[src/rtl/clkdiv_pkg.sv]
package clkdiv_pkg;
  localparam int MOD_W      = 8;
  localparam int FIN_W      = 4;
  localparam int PRE_RATIO  = 8;
  localparam int PRE_W      = $clog2(PRE_RATIO);
  localparam int SIDES      = 2;

  // field order matters: it is the configuration word layout, LSB last
  typedef struct packed {
    logic             pin_in;
    logic             bypass;
    logic             pre8;
    logic [FIN_W-1:0] fin_m1;
    logic [MOD_W-1:0] mod_m1;
  } side_cfg_t;

  localparam int SIDE_CFG_W = $bits(side_cfg_t);
  localparam int CFG_W      = SIDE_CFG_W + 1;
endpackage

[src/rtl/clkdiv_stage.sv]
module clkdiv_stage #(
  parameter int W = 8
) (
  input  logic         clk,
  input  logic         rst_n,
  input  logic         run,
  input  logic         in_tick,
  input  logic [W-1:0] ratio_m1,
  output logic         out_tick
);
  logic [W-1:0] cnt_q, cnt_d;

  always_comb begin
    cnt_d = cnt_q;
    if (!run) begin
      cnt_d = ratio_m1;
    end else if (in_tick) begin
      cnt_d = (cnt_q == '0) ? ratio_m1 : cnt_q - 1'b1;
    end
  end

  always_ff @(posedge clk or negedge rst_n) begin
    if (!rst_n) cnt_q <= '0;
    else        cnt_q <= cnt_d;
  end

  assign out_tick = run & in_tick & (cnt_q == '0);
endmodule

[src/rtl/clkdiv_final.sv]
module clkdiv_final #(
  parameter int W = 4
) (
  input  logic         clk,
  input  logic         rst_n,
  input  logic         run,
  input  logic         in_tick,
  input  logic [W-1:0] ratio_m1,
  output logic         out_tick,
  output logic         out_lvl
);
  logic [W-1:0] cnt_q, cnt_d;
  logic [W:0]   half;

  always_comb begin
    cnt_d = cnt_q;
    if (!run) begin
      cnt_d = ratio_m1;
    end else if (in_tick) begin
      cnt_d = (cnt_q == '0) ? ratio_m1 : cnt_q - 1'b1;
    end
  end

  always_ff @(posedge clk or negedge rst_n) begin
    if (!rst_n) cnt_q <= '0;
    else        cnt_q <= cnt_d;
  end

  // high while the count sits in the upper ceil(N/2) values
  assign half     = ({1'b0, ratio_m1} + (W+1)'(1)) >> 1;
  assign out_tick = run & in_tick & (cnt_q == '0);
  assign out_lvl  = run & ({1'b0, cnt_q} >= half);
endmodule

[src/rtl/clkdiv_side.sv]
module clkdiv_side
  import clkdiv_pkg::*;
(
  input  logic      clk,
  input  logic      rst_n,
  input  logic      run,
  input  logic      src_tick,
  input  logic      pin_tick,
  input  side_cfg_t cfg,
  output logic      hck_tick,
  output logic      hck_oe,
  output logic      sck_tick,
  output logic      sck_lvl,
  output logic      sck_base
);
  logic             src_run;
  logic             half_t;
  logic             pre_t;
  logic             mod_t;
  logic [PRE_W-1:0] pre_m1;

  assign src_run = run & src_tick;
  assign pre_m1  = cfg.pre8 ? PRE_W'(PRE_RATIO - 1) : '0;

  clkdiv_stage #(.W(1)) u_half (
    .clk(clk), .rst_n(rst_n), .run(run), .in_tick(src_run),
    .ratio_m1(1'b1), .out_tick(half_t)
  );

  clkdiv_stage #(.W(PRE_W)) u_pre (
    .clk(clk), .rst_n(rst_n), .run(run), .in_tick(half_t),
    .ratio_m1(pre_m1), .out_tick(pre_t)
  );

  clkdiv_stage #(.W(MOD_W)) u_mod (
    .clk(clk), .rst_n(rst_n), .run(run), .in_tick(pre_t),
    .ratio_m1(cfg.mod_m1), .out_tick(mod_t)
  );

  assign hck_tick = cfg.bypass ? src_run : mod_t;
  assign hck_oe   = !cfg.pin_in;
  assign sck_base = cfg.pin_in ? (run & pin_tick) : hck_tick;

  clkdiv_final #(.W(FIN_W)) u_fin (
    .clk(clk), .rst_n(rst_n), .run(run), .in_tick(sck_base),
    .ratio_m1(cfg.fin_m1), .out_tick(sck_tick), .out_lvl(sck_lvl)
  );
endmodule

[src/rtl/clkdiv_chain.sv]
module clkdiv_chain
  import clkdiv_pkg::*;
(
  input  logic             clk,
  input  logic             rst_n,
  input  logic             enable,
  input  logic             cfg_we,
  input  logic             cfg_side,
  input  logic [CFG_W-1:0] cfg_wdata,
  input  logic             src_tick,
  input  logic             tx_pin_tick,
  input  logic             rx_pin_tick,
  output logic             tx_hck_tick,
  output logic             tx_hck_oe,
  output logic             tx_sck_tick,
  output logic             tx_sck_lvl,
  output logic             rx_hck_tick,
  output logic             rx_hck_oe,
  output logic             rx_sck_tick,
  output logic             rx_sck_lvl
);
  logic [1:0]       rst_pipe;
  logic             rst_n_s;
  logic             run_q, run_d;
  logic             sync_q, sync_d;
  logic             cfg_open;
  side_cfg_t        cfg_q [SIDES];
  side_cfg_t        cfg_d [SIDES];
  logic [SIDES-1:0] pin_t, hck_t, hck_oe_s, sck_t, sck_l, sck_base;

  // reset asserts at once, leaves two clock edges later
  always_ff @(posedge clk or negedge rst_n) begin
    if (!rst_n) rst_pipe <= '0;
    else        rst_pipe <= {rst_pipe[0], 1'b1};
  end
  assign rst_n_s = rst_pipe[1];

  always_comb begin
    cfg_open = !enable && !run_q;
    run_d    = enable;
    sync_d   = sync_q;
    for (int s = 0; s < SIDES; s++) begin
      cfg_d[s] = cfg_q[s];
      if (cfg_open && cfg_we && (int'(cfg_side) == s)) begin
        cfg_d[s] = side_cfg_t'(cfg_wdata[SIDE_CFG_W-1:0]);
      end
    end
    if (cfg_open && cfg_we && !cfg_side) sync_d = cfg_wdata[CFG_W-1];
  end

  always_ff @(posedge clk or negedge rst_n_s) begin
    if (!rst_n_s) begin
      run_q  <= 1'b0;
      sync_q <= 1'b0;
      for (int s = 0; s < SIDES; s++) cfg_q[s] <= '0;
    end else begin
      run_q  <= run_d;
      sync_q <= sync_d;
      for (int s = 0; s < SIDES; s++) cfg_q[s] <= cfg_d[s];
    end
  end

  assign pin_t = {rx_pin_tick, tx_pin_tick};

  for (genvar g = 0; g < SIDES; g++) begin : g_side
    clkdiv_side u_side (
      .clk(clk), .rst_n(rst_n_s), .run(run_q), .src_tick(src_tick),
      .pin_tick(pin_t[g]), .cfg(cfg_q[g]),
      .hck_tick(hck_t[g]), .hck_oe(hck_oe_s[g]), .sck_tick(sck_t[g]),
      .sck_lvl(sck_l[g]), .sck_base(sck_base[g])
    );
  end

  assign tx_hck_tick = hck_t[0];
  assign tx_hck_oe   = hck_oe_s[0];
  assign tx_sck_tick = sck_t[0];
  assign tx_sck_lvl  = sck_l[0];
  assign rx_hck_tick = sync_q ? hck_t[0]    : hck_t[1];
  assign rx_hck_oe   = sync_q ? hck_oe_s[0] : hck_oe_s[1];
  assign rx_sck_tick = sync_q ? sck_t[0]    : sck_t[1];
  assign rx_sck_lvl  = sync_q ? sck_l[0]    : sck_l[1];
endmodule

[config.mk]
export PLATFORM = sky130hd
export DESIGN_NAME = clkdiv_chain
export DESIGN_NICKNAME = d
export VERILOG_FILES = /design/src/rtl/clkdiv_pkg.sv /design/src/rtl/clkdiv_stage.sv /design/src/rtl/clkdiv_final.sv /design/src/rtl/clkdiv_side.sv /design/src/rtl/clkdiv_chain.sv
export SDC_FILE = /design/constraint.sdc
export NUM_CORES = 1
export LEC_CHECK = 0
export BUFFER_PORTS_ARGS = -buffer_cell sky130_fd_sc_hd__buf_2
export CORE_MARGIN = 2
export CORE_UTILIZATION = 59
export CTS_CLUSTER_DIAMETER = 80
export CTS_CLUSTER_SIZE = 25
export DETAILED_ROUTE_END_ITERATION = 6
export PLACE_DENSITY = 0.82
export SKIP_CTS_REPAIR_TIMING = 1
export SLEW_MARGIN = 5
export SYNTH_ARGS = -nofsm -noshare
export SYNTH_HDL_FRONTEND = slang
export SYNTH_SLANG_ARGS = --single-unit
[constraint.sdc]
create_clock -name clk -period 2.89 [get_ports clk]
set_input_delay 0.289 -clock clk [delete_from_list [all_inputs] [get_ports clk]]
set_output_delay 0.289 -clock clk [all_outputs]
set_load 0.1 [all_outputs]
Yosys cells after proc, flatten, opt, wreduce, memory -nomap -nowiden:

Index checks and enable logic that the tools add are counted.

* register bits: 66
* input port bits: 24
* bits in writable memories: 0
* output and inout bits: 8
* memory bits (read-only): 0
* bits in latches: 0
* memories kept: 0

* divide/modulo/power cells: 0
* equal/unequal tests: 7
* add/subtract/negate cells: 10
* shifts and indexed selects: 0
* multipliers: 0
* muxes and demuxes: 34
* bitwise logic cells: 23
* reductions and logical operators: 16
* magnitude comparators: 2

Operators by type and width (number)
* 8-bit 2-to-1 mux: 6
* 3-bit 2-to-1 mux: 8
* 4-bit 2-to-1 mux: 6
* 1-bit AND: 20
* 8-bit zero test: 2
* 8-bit by 1-bit subtractor with 8-bit output (second input constant): 2
* 1-bit 2-to-1 mux: 14
* 2-bit by 1-bit inequality test with 1-bit output (second input constant): 7
* 4-bit by 1-bit adder with 5-bit output (second input constant): 2
* 4-bit >= comparator: 2
* 4-bit zero test: 2
* 4-bit by 1-bit subtractor with 4-bit output (second input constant): 2
* 3-bit zero test: 2
* 3-bit by 1-bit subtractor with 3-bit output (second input constant): 2
* 1-bit logical AND: 5
* 1-bit zero test: 5
* 1-bit NOT: 3
* 1-bit subtractor (second input constant): 2

Depth between registers and ports, before layout:

* depth in word-level cells: 12
* depth in mapped cells: 8
* depth with buffers taken out: 7

Modules after synthesis:

Synthesis repeated with hierarchy kept, for this count alone.

* cell total of the unflattened synthesis: 379
* area, all modules: 3867.5 um^2

Modules (own cells, without submodules)
* clkdiv_chain: cells each 75, instances 1, area an instance 1315.0 um^2
* clkdiv_final: cells each 46, instances 2, area an instance 390.4 um^2
* clkdiv_stage at g_side[1].u_side.u_mod: cells each 70, instances 1, area an instance 589.3 um^2
* clkdiv_stage at g_side[0].u_side.u_mod: cells each 64, instances 1, area an instance 566.8 um^2
* clkdiv_stage at g_side[0].u_side.u_pre ...: cells each 24, instances 2, area an instance 203.9 um^2
* clkdiv_stage at g_side[0].u_side.u_half ...: cells each 6, instances 2, area an instance 53.8 um^2
* clkdiv_side: cells each 9, instances 2, area an instance 50.0 um^2

Least setup slack after synthesis:

No wires, ideal clock.

* path type: flip-flop to output port
* start point: reg g_side[0].u_side.u_mod.cnt_q[0]
* end point: out rx_hck_tick
* cell stages (with the launch flop): 8
* setup slack: -1.020 ns
* arrival: 3.621 ns
* path through: dfrtp_1 > inv_1 > ha_1 > or4b_1 > nor4_4 > nor2_1 > nor2_1 > a22o_1

* longest elaborated chain between the ends: 4

Ends and longest elaborated chain
* start: declaration: line clkdiv_stage.sv:11 `logic [W-1:0] cnt_q, cnt_d;`
* start signal: assignment: line clkdiv_stage.sv:24 `else cnt_q <= cnt_d;`
* 8-bit zero test: line clkdiv_stage.sv:27 `assign out_tick = run & in_tick & (cnt_q == '0);`
* 1-bit AND: line clkdiv_stage.sv:27
* 1-bit 2-to-1 mux: line clkdiv_side.sv:40 `assign hck_tick = cfg.bypass ? src_run : mod_t;`
* named net tx_hck_tick: line clkdiv_chain.sv:13 `output logic tx_hck_tick,`
* 1-bit 2-to-1 mux: line clkdiv_chain.sv:78 `assign rx_hck_tick = sync_q ? hck_t[0] : hck_t[1];`
* end: declaration: line clkdiv_chain.sv:17 `output logic rx_hck_tick,`

The timed path passes the listed nets, and every way through them passes these cells.

Final worst setup path:

* start point: reg g_side[1].u_side.u_mod.cnt_q[1]
* end point: out rx_sck_tick

* longest elaborated chain between the ends: 7

Ends and longest elaborated chain
* start: declaration: line clkdiv_stage.sv:11
* start signal: assignment: line clkdiv_stage.sv:24
* 8-bit zero test: line clkdiv_stage.sv:27
* 1-bit AND: line clkdiv_stage.sv:27
* 1-bit 2-to-1 mux: line clkdiv_side.sv:40
* 1-bit 2-to-1 mux: line clkdiv_side.sv:42 `assign sck_base = cfg.pin_in ? (run & pin_tick) : hck_tick;`
* 1-bit AND (2 in a row): line clkdiv_final.sv:31 `assign out_tick = run & in_tick & (cnt_q == '0);`
* 1-bit 2-to-1 mux: line clkdiv_chain.sv:80 `assign rx_sck_tick = sync_q ? sck_t[0] : sck_t[1];`
* end: declaration: line clkdiv_chain.sv:19 `output logic rx_sck_tick,`

No other way between the ends.

==> impl_metrics.sql <==
INSERT INTO impl_metrics (metric_group, metric, value, unit) VALUES
('status', 'outcome', 'complete, no violations', ''),
('finish', 'stdcell_area', '0.004320', 'mm²'),
('detailed_routing', 'drc', '0', ''),
('finish', 'final_cell_mix', 'dfrtp_1 (65), o21ai_0 (35), mux2_2 (28)', ''),
('cts', 'clock_insertion_delay_worst_skew', '0.36', 'ns'),
('detailed_routing', 'num_vias', '2971', ''),
('grt', 'via_count_of_the_first_global_routing_pass', '2927', ''),
('placement', 'placed_cell_area', '0.004071', 'mm²'),
('min_path', 'timing.hold.worst.start', 'enable', ''),
('sta', 'slew_viol_final', '0', ''),
('yosys', 'synthesis.instances', '379', ''),
('min_path', 'timing.hold.worst.class', 'in -> reg', ''),
('detailed_routing', 'ant_nets', '0', ''),
('sta', 'fmaxAchievable', '364.3', 'MHz'),
('flow_run', 'number_of_maximum_capacitance_violations', '0', ''),
('detailed_routing', 'avgRoutedWirePerCell', '16.57', 'µm'),
('placement', 'place_hpwl', '5797', 'µm'),
('yosys', 'synth_warnings', '0', ''),
('worst_setup_path', 'regToRegEndpoint', 'g_side[1].u_side.u_mod.cnt_q[1]', ''),
('sta', 'slew_worst_pin', '0.7923', 'ns'),
('die', 'fp.coreArea', '0.005991', 'mm²'),
('worst_setup_path', 'timing.critical_path.to', 'rx_sck_tick', ''),
('finish', 'areaGrowthSynthToFinish', '16.26', '%'),
('pwr', 'ir_worst_vdd', '0.6555', 'mV'),
('yosys', 'synth_cell_types', '56', ''),
('pwr', 'cellPowerDensity', '832.2', 'mW/mm²'),
('cts', 'clock_tree.buffer_depth', '2', ''),
('grt', 'antenna_found_initial', '0', ''),
('sta', 'period_share', '0.9499', ''),
('die', 'num_rows', '28', ''),
('worst_setup_path', 'critical_path_class', 'reg -> out', ''),
('die', 'io-pin-count', '32', ''),
('placement', 'gpl.final_weighted_congestion', '0.9170', ''),
('yosys', 'synth_sequential_area_ratio', '0.4444', ''),
('worst_setup_path', 'cp-end-kind', 'primary output', ''),
('sta', 'setup_total_negative_slack', '0', 'ns'),
('finish', 'final_core_utilization', '0.7212', ''),
('die', 'fp.dieH', '83.36', 'µm'),
('sta', 'period_needed', '2.745', 'ns'),
('die', 'fp.dieW', '83.36', 'µm'),
('worst_setup_path', 'worstPathMaxFanout', '5', ''),
('yosys', 'synth_ff_type', 'dfrtp_1', ''),
('yosys', 'asyncSetResetFlopFracSynth', '1.000', ''),
('grt', 'grt.overflow.total', '0', ''),
('worst_setup_path', 'startpoint_type', 'register', ''),
('yosys', 'synth-edff-count', '0', ''),
('sta', 'max_slew_margin', '0.4718', ''),
('finish', 'mostFrequentLayoutCell', 'dfrtp_1', ''),
('die', 'die_area', '0.006949', 'mm²'),
('worst_setup_path', 'rr_startpoint', 'g_side[1].u_side.u_mod.cnt_q[1]', ''),
('sta', 'clock_skew', '0.01560', 'ns'),
('detailed_routing', 'initialDrtViolationCount', '210', ''),
('sta', 'rsz_0062_raised_after_global_routing', 'no', ''),
('worst_setup_path', 'crit_arrival', '2.46', 'ns'),
('cts', 'htreeDepth', '3', ''),
('cts', 'number_of_clock_buffers_inserted_by_tritoncts', '9', ''),
('detailed_routing', 'drt-vias-per-instance', '6.063', ''),
('grt', 'grt_start_max_net_pins', '65', ''),
('cts', 'tritoncts_clock_tree', 'built', ''),
('worst_setup_path', 'reg2reg_slack', '0.64', 'ns'),
('pwr', 'static-leakage-power', '1.883', 'nW'),
('yosys', 'cell_area_synth', '0.003716', 'mm²'),
('cts', 'clkSlewWorstSetupHoldPaths', '0.07', 'ns'),
('detailed_routing', 'wirelength', '8117', 'µm'),
('grt', 'grt_first_pass_wirelength', '13800', 'µm'),
('cts', 'clkSinkCount', '66', ''),
('pwr', 'report.power.total', '0.003595', 'W'),
('yosys', 'synthesis.nets', '423', ''),
('sta', 'fin_hold_ws', '0.1223', 'ns'),
('placement', 'portBuffers', '31', ''),
('finish', 'final_layout_size_suffix_gt1_frac', '0.2410', ''),
('finish', 'diode_count', '0', ''),
('grt', 'grt.total_usage', '0.2502', ''),
('worst_setup_path', 'worst_setup_path_startpoint', 'g_side[1].u_side.u_mod.cnt_q[1]', ''),
('yosys', 'ffs_latches_synth', '66', ''),
('yosys', 'syn_area_per_cell', '9.805', 'µm²'),
('worst_setup_path', 'worst-r2r-cell-count', '7', ''),
('detailed_routing', 'drt_first_pass_iters', '4', ''),
('cts', 'clock_root_buffer', 'clkbuf_8', ''),
('die', 'initial_utilization', '0.6203', ''),
('worst_setup_path', 'critPathRequiredTime', '2.60', 'ns'),
('sta', 'hold_viol', '0', ''),
('sta', 'setup_viol', '0', ''),
('finish', 'fin_nets', '454', '');
[flip-flops by register name, summed over array words and instances, names as in the netlist]
register                    flops
g_side.u_side.u_pre.cnt_q       6
cfg_q                          30
g_side.u_side.u_mod.cnt_q      16
run_q                           1
g_side.u_side.u_fin.cnt_q       8
rst_pipe                        2
g_side.u_side.u_half.cnt_q      2
sync_q                          1
[report_power, final]
| part | leakage (nW) | internal, W | total [W] | switching [W] |
|---|---|---|---|---|
| Clock | 0.105 | 0.000483 | 0.000856 | 0.000373 |
| Combinational | 0.993 | 0.000554 | 0.00131 | 0.000752 |
| Sequential | 0.785 | 0.00117 | 0.00143 | 0.000264 |
[cell usage after synthesis (all sizes together) (4+ instances only)]
library cell	count	area share
dfrtp	66	0.44
o21ai	37	0.052
mux2	28	0.085
nand2	27	0.027
inv	26	0.026
nor2	26	0.026
a21oi	25	0.034
ha	20	0.067
nand3	11	0.015
nor3	11	0.016
clkbuf	10	0.010
nand2b	8	0.013
a31oi	6	0.010
buf	6	0.0091
o22ai	6	0.010
or3	5	0.0084
a211oi	4	0.0094
a22oi	4	0.0081
nand4	4	0.0067
nor4	4	0.011
o31ai	4	0.0081
xnor2	4	0.0094
[how the worst min path moves through the flow]
| stage | endpoint | slack, ns | cells past startpoint |
|---|---|---|---|
| 3_3_place_gp | rst_pipe[0] | 0.07 | 1 |
| 6_report | run_q | 0.12 | 1 |
| 4_1_cts | rst_pipe[1] | -0.30 | 1 |
| 2_1_floorplan | rst_pipe[0] | -0.007 | 0 |
| 3_5_place_dp | rst_pipe[0] | 0.08 | 1 |
| 5_1_grt | run_q | 0.12 | 1 |
[routing by layer]
layer / global-route usage / wire length, µm / up-vias
li1: - / - / 1427
met5: 0 / 0 / -
met4: 0.1058 / 159 / 0
met3: 0.03579 / 274 / 13
met1: 0.3281 / 3709 / 1459
met2: 0.4164 / 3973 / 72
[through the flow]
stage                     cells  setup WS (ns)
after floorplan             379        0.03450
after global placement      473         0.4498
after detailed placement    473         0.3974
after CTS                   489        0.01070
after global routing        490        0.02041
final                       490         0.1448
[worst max-delay path, cell delays in order (launching register included)]
cell     delay [ns]
dfrtp_1        0.40
inv_1          0.13
ha_1           0.15
or4b_4         0.49
nor4b_4        0.29
o21ai_2        0.14
nor3_2         0.19
a21o_2         0.14
buf_12         0.17
[cells by family (layout without fill, tap and decap cells)]
group                      Yosys count  count (layout)  share of synthesized area
other                                1               1                   0.001009
AOI/OAI and AO/OA                  104             104                     0.1731
xor gates and xnor gates             6               6                    0.01414
adders and majority gates           20              20                    0.06734
buffers and inverters               42              78                    0.04545
muxes                               30              30                    0.09024
DFF                                 66              66                     0.4444
and+or+nand+nor                    110             110                     0.1643
[cell type report]
class	count	area (µm²)
Tap cell	75	93.84
Timing Repair Buffer	36	285.3
Fill cell	449	1670
Inverter	26	97.59
Clock buffer	9	123.9
Sequential cell	66	1653
Multi-Input combinational cell	271	1973
Clock inverter	7	93.84
Note: power is estimated with default switching activity, not from simulation.
